$ cat src/rtl/pcm_port_pkg.sv
package pcm_port_pkg;

    typedef enum logic {
        FSYNC_SHORT = 1'b0,
        FSYNC_LONG  = 1'b1
    } fsync_mode_e;

    typedef enum logic [1:0] {
        TXS_IDLE  = 2'd0,
        TXS_ARMED = 2'd1,
        TXS_SHIFT = 2'd2,
        TXS_HOLD  = 2'd3
    } tx_state_e;

    typedef enum logic {
        RXS_IDLE    = 1'b0,
        RXS_CAPTURE = 1'b1
    } rx_state_e;

endpackage

$ cat src/rtl/pcm_edge_det.sv
module pcm_edge_det #(
    parameter int N = 4
) (
    input  logic         clk,
    input  logic         rst_n,
    input  logic [N-1:0] sig_i,
    output logic [N-1:0] rise_o,
    output logic [N-1:0] fall_o
);

    typedef struct packed {
        logic [N-1:0] lvl;
    } edge_st_t;

    edge_st_t st_d, st_q;

    always_comb begin
        st_d     = st_q;
        st_d.lvl = sig_i;
    end

    always_ff @(posedge clk) begin
        if (!rst_n) begin
            st_q <= '0;
        end else begin
            st_q <= st_d;
        end
    end

    for (genvar g = 0; g < N; g++) begin : g_edge
        assign rise_o[g] = sig_i[g] & ~st_q.lvl[g];
        assign fall_o[g] = ~sig_i[g] & st_q.lvl[g];
    end

endmodule

$ cat src/rtl/pcm_width_det.sv
module pcm_width_det
    import pcm_port_pkg::*;
#(
    parameter int CNT_W    = 3,
    parameter int LONG_MIN = 3
) (
    input  logic        clk,
    input  logic        rst_n,
    input  logic        fall_i,
    input  logic        sync_i,
    output fsync_mode_e mode_o
);

    localparam logic [CNT_W-1:0] ONE_C      = CNT_W'(1);
    localparam logic [CNT_W-1:0] LONG_MIN_C = CNT_W'(LONG_MIN);

    typedef struct packed {
        logic [CNT_W-1:0] cnt;
        fsync_mode_e      mode;
    } width_st_t;

    width_st_t st_d, st_q;

    always_comb begin
        st_d = st_q;
        if (fall_i) begin
            if (sync_i) begin
                if (st_q.cnt != '1) begin
                    st_d.cnt = st_q.cnt + ONE_C;
                end
            end else if (st_q.cnt != '0) begin
                if (st_q.cnt == ONE_C) begin
                    st_d.mode = FSYNC_SHORT;
                end else if (st_q.cnt >= LONG_MIN_C) begin
                    st_d.mode = FSYNC_LONG;
                end
                st_d.cnt = '0;
            end
        end
    end

    always_ff @(posedge clk) begin
        if (!rst_n) begin
            st_q.cnt  <= '0;
            st_q.mode <= FSYNC_SHORT;
        end else begin
            st_q <= st_d;
        end
    end

    assign mode_o = st_q.mode;

    AST_MODE_ON_SYNC_LOW: assert property (@(posedge clk) disable iff (!rst_n)
        (st_q.mode != $past(st_q.mode)) |-> ($past(fall_i) && !$past(sync_i)));

endmodule

$ cat src/rtl/pcm_tx_shifter.sv
module pcm_tx_shifter
    import pcm_port_pkg::*;
#(
    parameter int                WORD_W    = 8,
    parameter logic [WORD_W-1:0] IDLE_WORD = 8'hD5
) (
    input  logic              clk,
    input  logic              rst_n,
    input  logic              bclk_i,
    input  logic              rise_i,
    input  logic              fall_i,
    input  logic              sync_i,
    input  logic              sync_rise_i,
    input  fsync_mode_e       mode_i,
    input  logic [WORD_W-1:0] word_i,
    output logic              sdata_o,
    output logic              oe_o
);

    localparam int               CNT_W  = (WORD_W > 1) ? $clog2(WORD_W) : 1;
    localparam logic [CNT_W-1:0] LAST_C = CNT_W'(WORD_W - 1);
    localparam logic [CNT_W-1:0] ONE_C  = CNT_W'(1);

    typedef struct packed {
        tx_state_e         state;
        fsync_mode_e       fmode;
        logic [WORD_W-1:0] hold;
        logic [WORD_W-1:0] shreg;
        logic [CNT_W-1:0]  cnt;
        logic              oe;
        logic              sdata;
    } tx_st_t;

    tx_st_t st_d, st_q;

    always_comb begin
        st_d = st_q;
        unique case (st_q.state)
            TXS_IDLE: begin
                if (mode_i == FSYNC_SHORT && fall_i && sync_i) begin
                    st_d.state = TXS_ARMED;
                    st_d.fmode = FSYNC_SHORT;
                    st_d.shreg = st_q.hold;
                    st_d.hold  = word_i;
                end else if (mode_i == FSYNC_LONG && sync_rise_i) begin
                    st_d.fmode = FSYNC_LONG;
                    st_d.hold  = word_i;
                    if (bclk_i) begin
                        st_d.state = TXS_SHIFT;
                        st_d.oe    = 1'b1;
                        st_d.sdata = st_q.hold[WORD_W-1];
                        st_d.shreg = st_q.hold << 1;
                        st_d.cnt   = '0;
                    end else begin
                        st_d.state = TXS_ARMED;
                        st_d.shreg = st_q.hold;
                    end
                end
            end
            TXS_ARMED: begin
                if (st_q.fmode == FSYNC_LONG && !sync_i) begin
                    st_d.state = TXS_IDLE;
                end else if (rise_i) begin
                    st_d.state = TXS_SHIFT;
                    st_d.oe    = 1'b1;
                    st_d.sdata = st_q.shreg[WORD_W-1];
                    st_d.shreg = st_q.shreg << 1;
                    st_d.cnt   = '0;
                end
            end
            TXS_SHIFT: begin
                if (rise_i && st_q.cnt != LAST_C) begin
                    st_d.sdata = st_q.shreg[WORD_W-1];
                    st_d.shreg = st_q.shreg << 1;
                    st_d.cnt   = st_q.cnt + ONE_C;
                end else if (fall_i && st_q.cnt == LAST_C) begin
                    if (st_q.fmode == FSYNC_SHORT) begin
                        st_d.oe = 1'b0;
                        if (mode_i == FSYNC_SHORT && sync_i) begin
                            st_d.state = TXS_ARMED;
                            st_d.shreg = st_q.hold;
                            st_d.hold  = word_i;
                        end else begin
                            st_d.state = TXS_IDLE;
                        end
                    end else if (!sync_i) begin
                        st_d.oe    = 1'b0;
                        st_d.state = TXS_IDLE;
                    end else begin
                        st_d.state = TXS_HOLD;
                    end
                end
            end
            TXS_HOLD: begin
                if (!sync_i) begin
                    st_d.oe    = 1'b0;
                    st_d.state = TXS_IDLE;
                end
            end
            default: st_d.state = TXS_IDLE;
        endcase
    end

    always_ff @(posedge clk) begin
        if (!rst_n) begin
            st_q.state <= TXS_IDLE;
            st_q.fmode <= FSYNC_SHORT;
            st_q.hold  <= IDLE_WORD;
            st_q.shreg <= '0;
            st_q.cnt   <= '0;
            st_q.oe    <= 1'b0;
            st_q.sdata <= 1'b0;
        end else begin
            st_q <= st_d;
        end
    end

    assign sdata_o = st_q.sdata;
    assign oe_o    = st_q.oe;

    AST_OE_RISE_BCLK_HIGH: assert property (@(posedge clk) disable iff (!rst_n)
        $rose(st_q.oe) |-> $past(bclk_i));

    AST_OE_FALL_CAUSE: assert property (@(posedge clk) disable iff (!rst_n)
        $fell(st_q.oe) |-> ($past(fall_i) || !$past(sync_i)));

    AST_SDATA_QUIET: assert property (@(posedge clk) disable iff (!rst_n)
        !st_q.oe |-> $stable(st_q.sdata));

endmodule

$ cat src/rtl/pcm_rx_shifter.sv
module pcm_rx_shifter
    import pcm_port_pkg::*;
#(
    parameter int WORD_W = 8
) (
    input  logic              clk,
    input  logic              rst_n,
    input  logic              fall_i,
    input  logic              sync_i,
    input  logic              sync_rise_i,
    input  logic              sdata_i,
    input  fsync_mode_e       mode_i,
    output logic [WORD_W-1:0] word_o,
    output logic              valid_o
);

    localparam int               CNT_W  = (WORD_W > 1) ? $clog2(WORD_W) : 1;
    localparam logic [CNT_W-1:0] LAST_C = CNT_W'(WORD_W - 1);
    localparam logic [CNT_W-1:0] ONE_C  = CNT_W'(1);

    typedef struct packed {
        rx_state_e         state;
        logic [CNT_W-1:0]  cnt;
        logic [WORD_W-1:0] shreg;
        logic [WORD_W-1:0] word;
        logic              valid;
    } rx_st_t;

    rx_st_t st_d, st_q;
    logic   short_arm, long_arm;
    logic [WORD_W-1:0] shifted;

    assign short_arm = (mode_i == FSYNC_SHORT) && fall_i && sync_i;
    assign long_arm  = (mode_i == FSYNC_LONG) && sync_rise_i;
    assign shifted   = {st_q.shreg[WORD_W-2:0], sdata_i};

    always_comb begin
        st_d       = st_q;
        st_d.valid = 1'b0;
        unique case (st_q.state)
            RXS_IDLE: begin
                if (short_arm || long_arm) begin
                    st_d.state = RXS_CAPTURE;
                    st_d.cnt   = '0;
                end
            end
            RXS_CAPTURE: begin
                if (fall_i) begin
                    st_d.shreg = shifted;
                    if (st_q.cnt == LAST_C) begin
                        st_d.word  = shifted;
                        st_d.valid = 1'b1;
                        st_d.cnt   = '0;
                        st_d.state = short_arm ? RXS_CAPTURE : RXS_IDLE;
                    end else begin
                        st_d.cnt = st_q.cnt + ONE_C;
                    end
                end
            end
            default: st_d.state = RXS_IDLE;
        endcase
    end

    always_ff @(posedge clk) begin
        if (!rst_n) begin
            st_q.state <= RXS_IDLE;
            st_q.cnt   <= '0;
            st_q.shreg <= '0;
            st_q.word  <= '0;
            st_q.valid <= 1'b0;
        end else begin
            st_q <= st_d;
        end
    end

    assign word_o  = st_q.word;
    assign valid_o = st_q.valid;

    AST_VALID_ONE_CYCLE: assert property (@(posedge clk) disable iff (!rst_n)
        st_q.valid |=> !st_q.valid);

    AST_VALID_AFTER_FALL: assert property (@(posedge clk) disable iff (!rst_n)
        st_q.valid |-> $past(fall_i));

    AST_WORD_HOLDS: assert property (@(posedge clk) disable iff (!rst_n)
        !st_q.valid |-> $stable(st_q.word));

endmodule

$ cat src/rtl/pcm_serial_port.sv
module pcm_serial_port
    import pcm_port_pkg::*;
#(
    parameter int                WORD_W    = 8,
    parameter logic [WORD_W-1:0] IDLE_WORD = 8'hD5,
    parameter int                WIDTH_CNT = 3,
    parameter int                LONG_MIN  = 3
) (
    input  logic              clk,
    input  logic              rst_n,
    input  logic              tx_bclk_i,
    input  logic              tx_fsync_i,
    input  logic [WORD_W-1:0] tx_word_i,
    input  logic              rx_bclk_i,
    input  logic              rx_fsync_i,
    input  logic              rx_sdata_i,
    output logic              tx_sdata_o,
    output logic              tx_oe_o,
    output logic [WORD_W-1:0] rx_word_o,
    output logic              rx_valid_o
);

    localparam int N_EDGE  = 4;
    localparam int IX_TXCK = 0;
    localparam int IX_TXFS = 1;
    localparam int IX_RXCK = 2;
    localparam int IX_RXFS = 3;

    logic [N_EDGE-1:0] raw_sig, rise, fall;
    fsync_mode_e       mode;

    assign raw_sig[IX_TXCK] = tx_bclk_i;
    assign raw_sig[IX_TXFS] = tx_fsync_i;
    assign raw_sig[IX_RXCK] = rx_bclk_i;
    assign raw_sig[IX_RXFS] = rx_fsync_i;

    pcm_edge_det #(.N(N_EDGE)) u_edges (
        .clk    (clk),
        .rst_n  (rst_n),
        .sig_i  (raw_sig),
        .rise_o (rise),
        .fall_o (fall)
    );

    pcm_width_det #(.CNT_W(WIDTH_CNT), .LONG_MIN(LONG_MIN)) u_width (
        .clk    (clk),
        .rst_n  (rst_n),
        .fall_i (fall[IX_TXCK]),
        .sync_i (tx_fsync_i),
        .mode_o (mode)
    );

    pcm_tx_shifter #(.WORD_W(WORD_W), .IDLE_WORD(IDLE_WORD)) u_tx (
        .clk         (clk),
        .rst_n       (rst_n),
        .bclk_i      (tx_bclk_i),
        .rise_i      (rise[IX_TXCK]),
        .fall_i      (fall[IX_TXCK]),
        .sync_i      (tx_fsync_i),
        .sync_rise_i (rise[IX_TXFS]),
        .mode_i      (mode),
        .word_i      (tx_word_i),
        .sdata_o     (tx_sdata_o),
        .oe_o        (tx_oe_o)
    );

    pcm_rx_shifter #(.WORD_W(WORD_W)) u_rx (
        .clk         (clk),
        .rst_n       (rst_n),
        .fall_i      (fall[IX_RXCK]),
        .sync_i      (rx_fsync_i),
        .sync_rise_i (rise[IX_RXFS]),
        .sdata_i     (rx_sdata_i),
        .mode_i      (mode),
        .word_o      (rx_word_o),
        .valid_o     (rx_valid_o)
    );

    AST_RESET_QUIET: assert property (@(posedge clk)
        !rst_n |=> (!tx_oe_o && !rx_valid_o));

endmodule

$ cat config.mk
export PLATFORM = sky130hd
export DESIGN_NAME = pcm_serial_port
export DESIGN_NICKNAME = d
export VERILOG_FILES = /design/src/rtl/pcm_port_pkg.sv /design/src/rtl/pcm_edge_det.sv /design/src/rtl/pcm_width_det.sv /design/src/rtl/pcm_tx_shifter.sv /design/src/rtl/pcm_rx_shifter.sv /design/src/rtl/pcm_serial_port.sv
export SDC_FILE = /design/constraint.sdc
export NUM_CORES = 1
export LEC_CHECK = 0
export CAP_MARGIN = 10
export CORE_MARGIN = 3
export CORE_UTILIZATION = 45
export DETAILED_ROUTE_END_ITERATION = 10
export DONT_BUFFER_PORTS = 1
export PLACE_DENSITY_LB_ADDON = 0.15
export SLEW_MARGIN = 10
export SYNTH_ARGS = -nofsm -noshare
export SYNTH_HDL_FRONTEND = slang
export SYNTH_SLANG_ARGS = --single-unit
$ cat constraint.sdc
create_clock -name clk -period 3.4 [get_ports clk]
set_input_delay 0.68 -clock clk [delete_from_list [all_inputs] [get_ports clk]]
set_output_delay 0.68 -clock clk [all_outputs]
set_load 0.03 [all_outputs]
==> impl_metrics.tcl, run 1 <==
set metrics [dict create \
    outcome "finished, final reports clean" \
    synthAdderAreaFrac 0.06292 \
    synth-compound-area-share 0.1888 \
    crit_end_category "flop" \
    report.final.hold_viol_count 0 \
    post_layout_nonfiller_instances 393 \
    place_worst_setup_slack_ps 1162 \
    ctsLongestPathBuffers 2 \
    area_delta_synth_final_pct 2.697 \
    simple_gate_portion_of_the_synthesized_area 0.2130 \
    p_comb_frac 0.275 \
    drt_first_pass_iters 5 \
    timing.critical_path.required_ps 3630 \
    grt_pass1_vias 2122 \
    leakage_dissipation_nw 1.041 \
    layout_common_cells "nand2_1 (69), dfxtp_1 (52), a21oi_1 (28)" \
    maximum_vdd_drop_mv 0.3539 \
    maximum_capacitance_violations 0 \
    post-route-worst-setup-slack_ps 1123 \
    clock.fmax_mhz 439.2 \
    power.clock.fraction 0.259 \
    totalNegativeSetupSlack_ps 0 \
    cpLargestDelayFamily "adder cells" \
    critPathLaunchType "flop" \
    initial_core_util 0.4674 \
    synth_top_family_by_area "simple AND/OR/NAND/NOR gates" \
    dominantRegCellSynth "dfxtp_1" \
    design.final.nets 346 \
    die_w_um 84.66 \
    num_rows 28 \
    post-route-drc-count 0 \
    worstPathArrival_ps 2510 \
    min_path_type "flop to flop" \
    routedWlPerCell_um 14.14 \
    post-cts-setup-buffer-count 0 \
    cts_hold_repair.buffers 0 \
    power.density_mw_per_mm2 575.6 \
    tritoncts "yes" \
    worstSkewPairLatency_ps 300 \
    final_antenna_net_count 0 \
    internal_power_mw 1.114 \
    yosysSeqAreaShare 0.3739 \
    sequentialPowerShare 0.466 \
    dpl.hpwl_um 3778 \
    finalWirelength_um 5557 \
    place_inst 385 \
    post_detailed_route_via_to_cell_ratio 5.537 \
    maximum_number_of_pins_on_one_net_before_global_route_repair 33 \
    finalMaxSlewViolations 0 \
    critical-path-top-cell-by-count "inv_1" \
    dieHeight_um 84.66 \
    syn_inst 337 \
    p_sw_mw 0.5316 \
    cts.repair.resized 0 \
    synth.distinct_cells 47 \
    period_share 0.6696 \
    maxSlewHeadroom 0.4162 \
    critical-path-slowest-cell "ha_1" \
    grt_overflow 0 \
    dieArea_mm2 0.007166 \
    critPathMaxStageDelay_ps 630 \
    grt_first_pass_wirelength_um 9887 \
    syn-num-nets 366 \
    ys_warn_count 0 \
    ios 26 \
    mostFrequentLayoutCell "nand2_1" \
    worst-path-max-fanout 21 \
    yosys_register_bits 52 \
    synth-edff-count 0 \
    core_area_mm2 0.005956 \
    grt_setup_unrepaired "false" \
    crit_type "flop to flop" \
    portBuffers 0 \
    finalClockSkew_ps 6.551 \
    insertedDiodeCount 0 \
    layout_cells_sized_above_1 0.05975 \
    final-setup-viol-count 0 \
    place.gp.congestion 0.7649 \
    tritoncts.num_buffers 5 \
    critical_path_buf_inv_count 2 \
    fin_worst_hold_slack_ps 460.1 \
    worst_setup_hold_path_clk_slew_ps 90 \
    min_period_ps 2277 \
    num_vias 2176 \
    multiplexer_share_of_the_synthesized_area 0.09708 \
    clock-root-buffer "clkbuf_8" \
    dr.first_iter.drc_count 98 \
    grt_usage 0.1664 \
    synth_area_per_cell_um2 8.261 \
    p_total_mw 1.646 \
    fraction_of_power_spent_switching_nets 0.3230 \
    tightest_slew_ps 874.8 \
    h-tree-depth 2 \
    antenna_found_initial 0 \
    path_cells "inv_1 > ha_1 > inv_1 > nor3_1 > o22a_1 > mux2i_1" \
    clkSinkCount 52 \
    synth-xor-area-share 0 \
    postSynth.asyncResetShare 0 \
    synthesis.area_mm2 0.002784 \
]
==> state kept, by name (all words and copies together), names as in the netlist <==
signal / flops
u_rx.valid_o: 1
u_tx.st_q: 22
u_rx.word_o: 8
u_edges.st_q: 4
u_tx.oe_o: 1
u_rx.shifted: 7
u_width.mode_o: 1
u_rx.st_q: 4
u_width.st_q: 3
u_tx.sdata_o: 1
==> kinds of logic after synthesis <==
logic type | count (synthesis)
flops | 52
mux | 26
fa+ha+maj | 14
simple gates | 125
buf+inv | 39
compound gates | 81
==> metal layers <==
layer  vias up  wire length, um  global-route usage
li1       1125                -                   -
met1      1006             2728              0.2248
met2        43             2553              0.2669
met3         2              238             0.04024
met4         0               36             0.04317
met5         -                0                   0
==> path summary, 6_finish.rpt <==
path	from	endpoint	cells past startpoint	slack (ps)
hold reg to reg	u_tx.st_q[10]$_SDFFE_PN0P_	u_tx.st_q[10]$_SDFFE_PN0P_	2	460
setup reg to reg	u_tx.st_q[22]$_SDFFE_PN0P_	u_tx.st_q[19]$_SDFFE_PN1P_	6	1120
hold / removal	u_tx.st_q[10]$_SDFFE_PN0P_	u_tx.st_q[10]$_SDFFE_PN0P_	2	460
setup / recovery	u_tx.st_q[22]$_SDFFE_PN0P_	u_tx.st_q[19]$_SDFFE_PN1P_	6	1120
==> synth_stat cells, types with 4 or more instances <==
cell | n | area [um2]
nand2_1 | 69 | 259.0
a21boi_0 | 7 | 52.55
ha_1 | 14 | 175.2
a21oi_1 | 28 | 140.1
clkbuf_1 | 14 | 52.55
dfxtp_1 | 52 | 1041
o221ai_1 | 7 | 61.31
and2_1 | 6 | 37.54
mux2_2 | 8 | 90.09
inv_1 | 11 | 41.29
mux2i_1 | 18 | 180.2
buf_1 | 4 | 15.01
nor2_1 | 15 | 56.30
buf_4 | 8 | 60.06
nor2b_1 | 4 | 25.02
o31ai_1 | 4 | 30.03
nand3_1 | 5 | 25.02
o21ai_0 | 14 | 70.07
nor3b_1 | 6 | 45.04
==> area by class of cell <==
class	instances	area, um2
Clock buffer	6	72.57
Multi-Input combinational cell	246	1564
Tap cell	75	93.84
Sequential cell	52	1041
Clock inverter	2	38.79
Inverter	11	41.29
Fill cell	644	3097
Timing Repair Buffer	1	7.507
==> worst min-delay path, cell delays in order (launching register included) <==
cell	delay (ps)
dfxtp_1	320
nand2_1	50
mux2i_1	50
==> power groups by stage <==
stage	sequential, mW	combinational [mW]	clock (mW)
3_5_place_dp	0.780	0.453	0
2_1_floorplan	0.761	0.391	0
6_report	0.767	0.453	0.426
5_1_grt	0.778	0.512	0.473
4_1_cts	0.767	0.454	0.444
3_3_place_gp	0.779	0.450	0
==> per-stage QoR <==
step,utilization,area (um2)
finish,0.4800,2859
global route,0.4800,2859
CTS,0.4800,2859
detailed placement,0.4613,2748
global placement,0.4613,2748
floorplan,-,2784
Power figures use the tool's default switching activity.
==> run 2: changes to the inputs <==
==> constraint.sdc (replaced) <==
create_clock -name clk -period 2.4 [get_ports clk]
set_input_delay 0.48 -clock clk [delete_from_list [all_inputs] [get_ports clk]]
set_output_delay 0.48 -clock clk [all_outputs]
set_load 0.03 [all_outputs]
==> impl_metrics.tcl, run 2 (synthesized netlist as in run 1, its figures left out) <==
set metrics [dict create \
    grt_usage 0.1620 \
    cpLargestDelayFamily "simple AND/OR/NAND/NOR gates" \
    hold_depth 1 \
    clock.fmax_mhz 459.0 \
    critical-path-slowest-cell "or4_1" \
    power.density_mw_per_mm2 825.4 \
    maximum_number_of_pins_on_one_net_before_global_route_repair 33 \
    path_cells "ha_1 > ha_1 > or3b_4 > a22o_1 > or4_1 > a21oi_1" \
    post_detailed_route_via_to_cell_ratio 5.504 \
    grt_first_pass_wirelength_um 9604 \
    ctsLongestPathBuffers 2 \
    tritoncts "yes" \
    sequentialPowerShare 0.455 \
    initial_core_util 0.4674 \
    layout_cells_sized_above_1 0.06875 \
    mostFrequentLayoutCell "nand2_1" \
    totalNegativeSetupSlack_ps 0 \
    report.final.hold_viol_count 0 \
    design.final.nets 348 \
    post-cts-setup-buffer-count 0 \
    crit_type "flop to flop" \
    drt_first_pass_iters 4 \
    cts.repair.resized 0 \
    registers.top_by_ff_count "u_tx.st_q" \
    maximum_capacitance_violations 0 \
    finalWirelength_um 5570 \
    place.gp.congestion 0.8140 \
    h-tree-depth 2 \
    die_w_um 84.66 \
    ff2ff_path_depth 6 \
    critPathLaunch "u_tx.st_q[2]$_SDFFE_PN0P_" \
    place_area_mm2 0.002763 \
    antenna_found_initial 0 \
    outcome "finished, final reports clean" \
    worst_setup_hold_path_clk_slew_ps 90 \
    ios 26 \
    gr-usage-met2 0.2619 \
    dr.first_iter.drc_count 99 \
    fin_worst_hold_slack_ps 291.8 \
    critical_path_cell_count 6 \
    cts_hold_repair.buffers 0 \
    timing.critical_path.required_ps 2640 \
    dpl.hpwl_um 3734 \
    finalClockSkew_ps 6.461 \
    grt_setup_unrepaired "false" \
    holdCritStartpoint "rx_fsync_i" \
    area_delta_synth_final_pct 3.775 \
    final_antenna_net_count 0 \
    clkSinkCount 52 \
    critical_path.reg2reg.startpoint "u_tx.st_q[2]$_SDFFE_PN0P_" \
    finalMaxSlewViolations 0 \
    dieArea_mm2 0.007166 \
    critPathLaunchType "flop" \
    min_path_type "primary input to flop" \
    worst-path-max-fanout 6 \
    portBuffers 0 \
    num_vias 2174 \
    insertedDiodeCount 0 \
    grt_overflow 0 \
    clock-root-buffer "clkbuf_8" \
    busiest_layer "met2" \
    p_sw_mw 0.7484 \
    internal_power_mw 1.636 \
    maximum_vdd_drop_mv 0.4354 \
    grt_pass1_vias 2058 \
    tightest_slew_ps 617.8 \
    critical_path_buf_inv_count 0 \
    place_inst 387 \
    leakage_dissipation_nw 1.060 \
    post-route-drc-count 0 \
    min_period_ps 2178 \
    global_route.usage.met3 0.04318 \
    postLayoutCellArea_mm2 0.002889 \
    met1_usage 0.2142 \
    worstPathArrival_ps 2420 \
    tritoncts.num_buffers 5 \
    final-setup-viol-count 0 \
    layout_common_cells "nand2_1 (69), dfxtp_1 (52), a21oi_1 (28)" \
    routedWlPerCell_um 14.10 \
    dieHeight_um 84.66 \
    core_area_mm2 0.005956 \
    num_rows 28 \
    period_share 0.9077 \
    worstSkewPairLatency_ps 300 \
    maxSlewHeadroom 0.5881 \
    post_layout_nonfiller_instances 395 \
    critical-path-top-cell-by-count "ha_1" \
    setup.reg_to_reg.worst_slack_ps 220 \
    power.clock.fraction 0.273 \
    p_comb_frac 0.272 \
    largest_register_ffs 22 \
    fraction_of_power_spent_switching_nets 0.3139 \
    critPathMaxStageDelay_ps 480 \
    crit_end_category "flop" \
]
-- run 2: changes by cell type in the layout (fill, tap and decap cells not counted) --
cell	delta
buf_4	+2
inv_6	-1
clkbuf_8	+2
clkbuf_1	-1
-- run 2: metrics by stage --
step	power, mW	utilization	setup slack (ps)
2_1_floorplan	1.632	-	354.7
4_1_cts	2.407	0.4851	221.4
6_report	2.385	0.4851	221.5
3_3_place_gp	1.747	0.4639	282.1
5_1_grt	2.525	0.4851	105.5
3_5_place_dp	1.752	0.4639	239.6
-- run 2: power groups by stage --
stage	combinational, mW	sequential (mW)	clock, mW
2_1_floorplan	0.554	1.08	0
3_3_place_gp	0.644	1.10	0
3_5_place_dp	0.648	1.10	0
4_1_cts	0.653	1.08	0.670
5_1_grt	0.722	1.10	0.699
6_report	0.648	1.08	0.652
-- run 2: path summary, 6_finish.rpt --
path,endpoint
setup reg to reg,u_tx.st_q[4]$_SDFFE_PN0P_
hold / removal,u_edges.st_q[3]$_SDFF_PN0_
hold reg to reg,u_tx.st_q[8]$_SDFFE_PN0P_
setup / recovery,u_tx.st_q[4]$_SDFFE_PN0P_
-- run 2: layout make-up --
class,instances,area [um2]
fill,609,3067
multi-input combinational,246,1564
sequential,52,1041
clock buffer,7,96.34
tap,75,93.84
inverter,11,41.29
clock inverter,1,30.03
timing repair buffer,3,22.52
-- run 2: per-layer routing --
metal | vias to the layer above | share of wire
met5 | - | 0
met4 | 0 | 0.011
met3 | 7 | 0.048
met2 | 44 | 0.44
met1 | 990 | 0.50
li1 | 1133 | -
